[src/rtl/spi_rf_pkg.sv]
package spi_rf_pkg;

    localparam int ADDR_W = 5;
    localparam int GLOB_W = 9;

    localparam logic [ADDR_W-1:0] A_SELECT = 5'h00;
    localparam logic [ADDR_W-1:0] A_CHCFG  = 5'h01;
    localparam logic [ADDR_W-1:0] A_GLOBAL = 5'h05;
    localparam logic [ADDR_W-1:0] A_CALIB  = 5'h07;

    // bit 1 of the global register is unused and reads as zero
    localparam logic [GLOB_W-1:0] GLOB_MASK = 9'h1FD;

    typedef enum logic [1:0] {
        ST_IDLE  = 2'd0,
        ST_SHIFT = 2'd1,
        ST_DONE  = 2'd2
    } frm_state_e;

endpackage

[src/rtl/spi_rf_frame.sv]
module spi_rf_frame
    import spi_rf_pkg::*;
#(
    parameter int WORD_W = 16
) (
    input  logic              clk,
    input  logic              rst_n,
    input  logic              cs_n,
    input  logic              sclk,
    input  logic              sdi,
    input  logic [WORD_W-1:0] rd_word,
    output logic              sdo,
    output logic              sdo_oe,
    output logic              wr_en,
    output logic [WORD_W-1:0] wr_word,
    output frm_state_e        state_o,
    output logic              sclk_fall_o
);
    localparam int CNT_W = $clog2(WORD_W);

    frm_state_e        state, nxt_state;
    logic              load;
    logic              sclk_q;
    logic              sclk_rise, sclk_fall;
    logic [WORD_W-1:0] sr;
    logic              so_q;
    logic [CNT_W-1:0]  pos;
    logic              got_word;

    assign sclk_rise = sclk & ~sclk_q & ~cs_n & (state == ST_SHIFT);
    assign sclk_fall = ~sclk & sclk_q & ~cs_n & (state == ST_SHIFT);

    // state register
    always_ff @(posedge clk or negedge rst_n) begin
        if (!rst_n) state <= ST_IDLE;
        else        state <= nxt_state;
    end

    // transitions: start, close, retire
    always_comb begin
        nxt_state = state;
        load      = 1'b0;
        unique case (state)
            ST_IDLE: begin
                if (!cs_n) begin
                    nxt_state = ST_SHIFT;
                    load      = 1'b1;
                end
            end
            ST_SHIFT: if (cs_n) nxt_state = ST_DONE;
            ST_DONE:  nxt_state = ST_IDLE;
            default:  nxt_state = ST_IDLE;
        endcase
    end

    // outputs decoded from state
    always_comb begin
        sdo_oe = (state == ST_SHIFT);
        wr_en  = (state == ST_DONE) && got_word && (pos == '0);
    end

    // shift path: one register carries readback, received word and echo
    always_ff @(posedge clk or negedge rst_n) begin
        if (!rst_n) begin
            sclk_q   <= 1'b0;
            sr       <= '0;
            so_q     <= 1'b0;
            pos      <= '0;
            got_word <= 1'b0;
        end else begin
            sclk_q <= sclk;
            if (load) begin
                sr       <= rd_word;
                so_q     <= rd_word[WORD_W-1];
                pos      <= '0;
                got_word <= 1'b0;
            end else if (sclk_rise) begin
                sr  <= {sr[WORD_W-2:0], sdi};
                pos <= pos + 1'b1;
                if (pos == CNT_W'(WORD_W - 1)) got_word <= 1'b1;
            end else if (sclk_fall) begin
                so_q <= sr[WORD_W-1];
            end
        end
    end

    assign sdo         = so_q;
    assign wr_word     = sr;
    assign state_o     = state;
    assign sclk_fall_o = sclk_fall;

endmodule

[src/rtl/spi_rf_regs.sv]
module spi_rf_regs
    import spi_rf_pkg::*;
#(
    parameter int WORD_W = 16,
    parameter int NUM_CH = 4
) (
    input  logic                            clk,
    input  logic                            rst_n,
    input  logic                            wr_en,
    input  logic [WORD_W-1:0]               wr_word,
    output logic [WORD_W-1:0]               rd_word,
    output logic [GLOB_W-1:0]               glob_cfg,
    output logic [NUM_CH*(WORD_W-ADDR_W-$clog2(NUM_CH))-1:0] ch_cfg,
    output logic [WORD_W-ADDR_W-1:0]        cal_cfg
);
    localparam int DATA_W = WORD_W - ADDR_W;
    localparam int CH_W   = $clog2(NUM_CH);
    localparam int VAL_W  = DATA_W - CH_W;

    logic [ADDR_W-1:0] wr_addr;
    logic [DATA_W-1:0] wr_data;
    logic [ADDR_W-1:0] sel_code;
    logic [CH_W-1:0]   sel_ch;
    logic [VAL_W-1:0]  ch_pick;
    logic [DATA_W-1:0] payload;

    assign wr_addr = wr_word[WORD_W-1 -: ADDR_W];
    assign wr_data = wr_word[DATA_W-1:0];

    always_ff @(posedge clk or negedge rst_n) begin
        if (!rst_n) begin
            sel_code <= '0;
            sel_ch   <= '0;
            glob_cfg <= '0;
            cal_cfg  <= '0;
        end else if (wr_en) begin
            unique case (wr_addr)
                A_SELECT: begin
                    sel_code <= wr_data[ADDR_W-1:0];
                    sel_ch   <= wr_data[ADDR_W +: CH_W];
                end
                A_GLOBAL: glob_cfg <= wr_data[GLOB_W-1:0] & GLOB_MASK;
                A_CALIB:  cal_cfg  <= wr_data;
                default: ;
            endcase
        end
    end

    for (genvar c = 0; c < NUM_CH; c++) begin : g_ch
        logic [VAL_W-1:0] val;
        always_ff @(posedge clk or negedge rst_n) begin
            if (!rst_n)
                val <= '0;
            else if (wr_en && wr_addr == A_CHCFG &&
                     wr_data[DATA_W-1 -: CH_W] == CH_W'(c))
                val <= wr_data[VAL_W-1:0];
        end
        assign ch_cfg[c*VAL_W +: VAL_W] = val;
    end

    assign ch_pick = ch_cfg[sel_ch*VAL_W +: VAL_W];

    always_comb begin
        unique case (sel_code)
            A_SELECT: payload = DATA_W'({sel_ch, sel_code});
            A_CHCFG:  payload = {sel_ch, ch_pick};
            A_GLOBAL: payload = DATA_W'(glob_cfg);
            A_CALIB:  payload = cal_cfg;
            default:  payload = '0;
        endcase
    end

    assign rd_word = {sel_code, payload};

endmodule

[src/rtl/spi_rf_slave.sv]
module spi_rf_slave
    import spi_rf_pkg::*;
#(
    parameter int WORD_W = 16,
    parameter int NUM_CH = 4
) (
    input  logic        clk,
    input  logic        rst_n,
    input  logic        cs_n,
    input  logic        sclk,
    input  logic        sdi,
    output logic        sdo,
    output logic        sdo_oe,
    output logic [spi_rf_pkg::GLOB_W-1:0] glob_cfg,
    output logic [NUM_CH*(WORD_W-spi_rf_pkg::ADDR_W-$clog2(NUM_CH))-1:0] ch_cfg,
    output logic [WORD_W-spi_rf_pkg::ADDR_W-1:0] cal_cfg
);
    logic [WORD_W-1:0] rd_word;
    logic [WORD_W-1:0] wr_word;
    logic              wr_en;
    frm_state_e        frm_state;
    logic              sclk_fall;

    spi_rf_frame #(.WORD_W(WORD_W)) u_frame (
        .clk         (clk),
        .rst_n       (rst_n),
        .cs_n        (cs_n),
        .sclk        (sclk),
        .sdi         (sdi),
        .rd_word     (rd_word),
        .sdo         (sdo),
        .sdo_oe      (sdo_oe),
        .wr_en       (wr_en),
        .wr_word     (wr_word),
        .state_o     (frm_state),
        .sclk_fall_o (sclk_fall)
    );

    spi_rf_regs #(.WORD_W(WORD_W), .NUM_CH(NUM_CH)) u_regs (
        .clk      (clk),
        .rst_n    (rst_n),
        .wr_en    (wr_en),
        .wr_word  (wr_word),
        .rd_word  (rd_word),
        .glob_cfg (glob_cfg),
        .ch_cfg   (ch_cfg),
        .cal_cfg  (cal_cfg)
    );

endmodule

[config.mk]
export PLATFORM = sky130hd
export DESIGN_NAME = spi_rf_slave
export DESIGN_NICKNAME = d
export VERILOG_FILES = /design/src/rtl/spi_rf_pkg.sv /design/src/rtl/spi_rf_frame.sv /design/src/rtl/spi_rf_regs.sv /design/src/rtl/spi_rf_slave.sv
export SDC_FILE = /design/constraint.sdc
export NUM_CORES = 1
export LEC_CHECK = 0
export BUFFER_PORTS_ARGS = -buffer_cell sky130_fd_sc_hd__buf_2
export CAP_MARGIN = 25
export CORE_MARGIN = 1
export CORE_UTILIZATION = 53
export CTS_BUF_LIST = sky130_fd_sc_hd__clkbuf_4 sky130_fd_sc_hd__clkbuf_8
export DETAILED_ROUTE_END_ITERATION = 6
export HOLD_SLACK_MARGIN = 0.15
export PLACE_DENSITY = 0.89
export SETUP_SLACK_MARGIN = 0.1
export SLEW_MARGIN = 40
export SYNTH_ARGS = -nofsm -noshare
export SYNTH_HDL_FRONTEND = slang
export SYNTH_HIERARCHICAL = 1
export SYNTH_SLANG_ARGS = --single-unit
[constraint.sdc]
create_clock -name clk -period 1.99 [get_ports clk]
set_input_delay 0.0995 -clock clk [delete_from_list [all_inputs] [get_ports clk]]
set_output_delay 0.0995 -clock clk [all_outputs]
set_load 0.02 [all_outputs]
==> impl_metrics.env, run 1 <==
export IMPL_fillers=474
export IMPL_first_pass_iters=4
export IMPL_layout_commonest_cell="dfrtp_1"
export IMPL_dp_cells=464
export IMPL_hp_class="in2async"
export IMPL_insertedDiodeCount=0
export IMPL_layout_min_cycle_time_ps=2100
export IMPL_drtIter0Drc=315
export IMPL_grt_pass1_wl_um=16910
export IMPL_initial_core_util=0.5511
export IMPL_grt_overflow_total=0
export IMPL_synthesis_area_um2=4019
export IMPL_drv_slew=0
export IMPL_postRouteAntennaNets=0
export IMPL_wl_met1_um=4288
export IMPL_groute_usage_overall=0.2927
export IMPL_syn_to_final_growth_pct=28.52
export IMPL_critPathArrivalTime_ps=2350
export IMPL_cp_slowest_cell="dfrtp_1"
export IMPL_layout_drive_gt1_share=0.5271
export IMPL_drc=0
export IMPL_slew_headroom=0.5801
export IMPL_setup_violations=55
export IMPL_yosys_warnings=6
export IMPL_layout_cells_non_filler=486
export IMPL_cts_tree="built"
export IMPL_wl_met2_um=5394
export IMPL_clock_latency_ps=370
export IMPL_grt_max_degree=50
export IMPL_max_stage_delay_ps=400
export IMPL_multi_input_area_um2=1952
export IMPL_highest_signal_layer="met4"
export IMPL_cap_violations=0
export IMPL_p_leak_nw=2.731
export IMPL_hold_viol_final=0
export IMPL_failed_checks="negative setup slack"
export IMPL_critPathLaunchType="register"
export IMPL_seq_area_um2=2178
export IMPL_tns_ps=-3323
export IMPL_peakVddDrop_v=0.0005127
export IMPL_crit_fanout=4
export IMPL_fin_ws_ps=-110.3
export IMPL_cts_buffers_inserted=9
export IMPL_syn_inst=286
export IMPL_critPathRequiredTime_ps=2240
export IMPL_routedWlPerCell_um=22.13
export IMPL_worstSetupPathType="reg2reg"
export IMPL_worstRegToRegCells=8
export IMPL_cts_sinks=87
export IMPL_status="complete, but fails checks"
export IMPL_wl_met3_um=769
export IMPL_clk_pin_slew_ps=90
export IMPL_gp_congestion=0.8520
export IMPL_dpl_instance_area_um2=4725
export IMPL_fmax_mhz=476.1
export IMPL_vias_per_cell=6.282
export IMPL_grt_pass1_vias=3168
export IMPL_fin_nets=389
export IMPL_portBuffers=61
export IMPL_power_density_nw_per_um2=627.1
export IMPL_vias=3053
export IMPL_cts_max_level=3
export IMPL_routed_wl_um=10750
export IMPL_rsz0062_at_grt="true"
export IMPL_syn_avg_cell_area_um2=14.05
export IMPL_die_w_um=89.08
export IMPL_worst_pin_slew_ps=629.9
export IMPL_r2r_slack_ps=-110
export IMPL_die_area_um2=7935
export IMPL_cp_end_kind="register"
export IMPL_period_share=1.055
export IMPL_dpl_hpwl_um=6798
export IMPL_antenna_found_initial=0
export IMPL_clock_skew_ps=11.09
export IMPL_coreArea_um2=7292
export IMPL_fin_area_um2=5165
export IMPL_clockBufferDepth=2
export IMPL_ios=63
export IMPL_path_cells="inv_2 > ha_4 > nand4bb_1 > nor3_2 > nor4bb_4 > and3_4 > buf_6 > mux2_4"
export IMPL_final_cell_mix="dfrtp_1 (86), buf_2 (60), mux2_2 (39)"
export IMPL_synth_nets=293
export IMPL_rows=31
export IMPL_cts_root_buffer="clkbuf_8"
export IMPL_die_height_um=89.08
stage by stage:
stage          setup slack (ps)  total power [mW]  hold slack, ps    util
2_1_floorplan             7.214             1.888          -196.1       -
3_3_place_gp             -32.64             1.973           155.1  0.6479
3_5_place_dp             -69.68             1.979           165.1  0.6479
4_1_cts                  -12.49             3.234           315.7  0.7033
5_1_grt                  -174.3             3.338           383.4  0.7083
6_report                 -110.3             3.239           319.2  0.7083
final timing paths:
kind,from,endpoint
max,u_frame/pos[1]$_DFFE_PN0P_,u_regs/cal_cfg[4]$_DFFE_PN0P_
min,rst_n,u_regs/g_ch[2].val[0]$_DFFE_PN0P_
max reg2reg,u_frame/pos[1]$_DFFE_PN0P_,u_regs/cal_cfg[4]$_DFFE_PN0P_
min reg2reg,u_regs/g_ch[2].val[4]$_DFFE_PN0P_,u_regs/g_ch[2].val[4]$_DFFE_PN0P_
max in group asynchronous,rst_n,u_regs/sel_ch[1]$_DFFE_PN0P_
min in group clk,sclk,u_frame/sclk_q$_DFF_PN0_
what timing repair did:
action / 4_1_cts / 5_1_grt
gates resized for setup: 37 / 7
buffers inserted: 2 / 0
endpoints found under the hold margin: 52 / 0
endpoints found under the setup margin: 62 / 63
pin swaps: 1 / 1
hold buffers: 4 / 0
area by class of cell:
cell class / count / area share
Sequential cell: 87 / 0.4218
Inverter: 4 / 0.002907
Clock buffer: 12 / 0.02834
Timing Repair Buffer: 99 / 0.1344
Tap cell: 99 / 0.02398
Multi-Input combinational cell: 181 / 0.3779
Clock inverter: 4 / 0.01066
metal layers:
layer	GRT usage	vias up
li1	-	1286
met1	0.3829	1593
met2	0.4712	150
met3	0.05633	24
met4	0.1472	0
met5	0	-
power by group:
part	switching (mW)	internal, mW	total [mW]
clock	0.645	0.630	1.28
sequential	0.0127	1.78	1.79
combinational	0.114	0.0580	0.172
total	0.773	2.47	3.24
flip-flops by register name (all words and copies together), names as in the netlist, 2 cells and up:
signal,flops
u_regs/g_ch.val,36
u_regs/sel_code,5
u_regs/sel_ch,2
u_frame/state_o,2
u_frame/wr_word,16
u_frame/pos,4
u_regs/cal_cfg,11
u_regs/glob_cfg,8
critical path: cells and delay by family (launching register included):
family	cells	cell delay (ps)
buffers and inverters	2	210
adders and majority gates	1	110
muxes	1	300
DFF	1	400
and+or+nand+nor	4	970
(Power assumes the default switching activity.)
==> run 2, diff against run 1 <==
PLACE_DENSITY = 0.85   (was 0.89)
==> run 2 against run 1 <==
  * The run still ends with negative setup slack left
  * Clock-buffer cell count is 2 higher
  * Die area stayed put
  * Routed wire length is 4.1% lower
  * Utilization is 1.8 points lower
  * Global-route usage is 1.5 points lower
  * Critical path type unchanged
==> impl_metrics.env, run 2 (synthesis gave the netlist of run 1 again) <==
export IMPL_top_register="u_regs/g_ch.val"
export IMPL_crit_fanout=5
export IMPL_hp_class="in2async"
export IMPL_critPathTopFamily="simple AND/OR/NAND/NOR gates"
export IMPL_worstSetupPathType="reg2reg"
export IMPL_status="complete, but fails checks"
export IMPL_first_pass_iters=5
export IMPL_layout_commonest_cell="dfrtp_1"
export IMPL_largest_reg_flops=36
export IMPL_cts_max_level=3
export IMPL_period_share=1.072
export IMPL_die_height_um=89.08
export IMPL_fin_ws_ps=-142.3
export IMPL_power_switching_mw=0.7460
export IMPL_fmax_mhz=469.0
export IMPL_vias_per_cell=6.248
export IMPL_worst_pin_slew_ps=669.8
export IMPL_grt_pass1_vias=2974
export IMPL_total_power_mw=3.291
export IMPL_path_buf_inv=3
export IMPL_coreArea_um2=7292
export IMPL_peakVddDrop_v=0.0005522
export IMPL_grt_pass1_wl_um=15880
export IMPL_drtIter0Drc=235
export IMPL_portBuffers=61
export IMPL_postRouteAntennaNets=0
export IMPL_slew_headroom=0.5534
export IMPL_cap_violations=0
export IMPL_setup_violations=54
export IMPL_routed_wl_um=10310
export IMPL_rows=31
export IMPL_cp_slowest_cell="dfrtp_1"
export IMPL_clk_pin_slew_ps=90
export IMPL_critPathLaunchType="register"
export IMPL_layout_min_cycle_time_ps=2132
export IMPL_max_stage_delay_ps=380
export IMPL_cts_root_buffer="clkbuf_8"
export IMPL_dp_cells=463
export IMPL_rsz0062_at_grt="true"
export IMPL_drv_slew=0
export IMPL_groute_usage_overall=0.2775
export IMPL_power_density_nw_per_um2=653.9
export IMPL_comb_power_share=0.050
export IMPL_clockBufferDepth=2
export IMPL_cts_sinks=87
export IMPL_drc=0
export IMPL_final_cell_mix="dfrtp_1 (87), buf_2 (60), mux2_2 (59)"
export IMPL_p_seq_frac=0.544
export IMPL_cp_end_kind="register"
export IMPL_clock_skew_ps=13.47
export IMPL_layout_drive_gt1_share=0.5195
export IMPL_hold_viol_final=0
export IMPL_utilization=0.6901
export IMPL_clock_latency_ps=360
export IMPL_grt_max_degree=51
export IMPL_cts_tree="built"
export IMPL_antenna_found_initial=0
export IMPL_ios=63
export IMPL_worstRegToRegCells=9
export IMPL_fillers=518
export IMPL_die_area_um2=7935
export IMPL_p_clk_frac=0.407
export IMPL_switching_share=0.2267
export IMPL_r2r_slack_ps=-140
export IMPL_failed_checks="negative setup slack"
export IMPL_whs_ps=288.9
export IMPL_grt_overflow_total=0
export IMPL_path_cells="inv_1 > ha_1 > nand4bb_1 > nor3_2 > nor4b_4 > buf_4 > nand4b_2 > buf_6 > mux2_2"
export IMPL_initial_core_util=0.5511
export IMPL_intPower_mw=2.545
export IMPL_critPathArrivalTime_ps=2370
export IMPL_syn_to_final_growth_pct=25.22
export IMPL_vias=3024
export IMPL_p_leak_nw=2.628
export IMPL_critPathRequiredTime_ps=2230
export IMPL_insertedDiodeCount=0
export IMPL_r2r_start="u_frame/pos[0]$_DFFE_PN0P_"
export IMPL_cts_buffers_inserted=9
export IMPL_gp_congestion=0.8491
export IMPL_tns_ps=-5003
export IMPL_dpl_hpwl_um=6591
export IMPL_routedWlPerCell_um=21.31
export IMPL_die_w_um=89.08
export IMPL_fin_nets=387
export IMPL_r2r_end="u_regs/g_ch[1].val[7]$_DFFE_PN0P_"
export IMPL_layout_cells_non_filler=484
run 2: changes by cell type in the layout (fill, tap and decap cells not counted), moves of 2 or more:
cell,delta
mux2_2,+20
mux2_4,-20
buf_12,-3
buf_4,+3
clkbuf_8,+3
buf_6,-2
nand2_4,-2
nand4b_2,+2
nand4b_4,-2
run 2: layout make-up:
class	count	area [µm²]	share of cell area
clock buffer	14	180.2	0.03580
multi-input combinational	181	1864	0.3705
clock inverter	2	37.54	0.007459
inverter	4	15.01	0.002984
sequential	87	2177	0.4326
tap	99	123.9	0.02461
timing repair buffer	97	634.4	0.1261
run 2: worst max path at each step:
stage                                          start                           endpoint  slack (ps)  cells past startpoint
final                     u_frame/pos[0]$_DFFE_PN0P_  u_regs/g_ch[1].val[7]$_DFFE_PN0P_        -140                      9
after global routing      u_frame/pos[0]$_DFFE_PN0P_  u_regs/g_ch[1].val[6]$_DFFE_PN0P_        -220                      9
after CTS                 u_frame/pos[0]$_DFFE_PN0P_  u_regs/g_ch[3].val[3]$_DFFE_PN0P_         -90                      9
after detailed placement  u_frame/pos[1]$_DFFE_PN0P_     u_regs/cal_cfg[10]$_DFFE_PN0P_        -180                      8
after global placement    u_frame/pos[1]$_DFFE_PN0P_     u_regs/cal_cfg[10]$_DFFE_PN0P_         -40                      8
after floorplan           u_frame/pos[0]$_DFFE_PN0P_  u_regs/g_ch[0].val[0]$_DFFE_PN0P_           7                      8
run 2: power groups by stage:
stage	registers (mW)	clock network, mW	logic [mW]
2_1_floorplan	1.83	0	0.0578
5_1_grt	1.79	1.42	0.179
4_1_cts	1.79	1.34	0.158
3_3_place_gp	1.82	0	0.146
3_5_place_dp	1.82	0	0.150
6_report	1.79	1.34	0.163
run 2: per-layer routing:
layer,share of wire,GRT usage,up-vias
met2,0.49,0.4393,154
met5,0,0,-
met3,0.077,0.06741,35
li1,-,-,1288
met1,0.40,0.3608,1547
met4,0.036,0.1371,0
run 2: per-stage QoR:
| step | area (µm²) | setup WS, ps |
|---|---|---|
| final | 5032 | -142.3 |
| after floorplan | 4074 | 7.214 |
| after global placement | 4679 | -41.56 |
| after detailed placement | 4679 | -177.9 |
| after global routing | 5032 | -220.2 |
| after CTS | 5000 | -93.69 |
run 2: timing repair:
action / in CTS / in global routing
hold buffers: 4 / 0
gates cloned: 0 / 0
hold endpoints to repair: 52 / 0
setup endpoints to repair: 62 / 64
pin swaps: 4 / 2
setup buffers: 1 / 0
gates resized for setup: 13 / 7
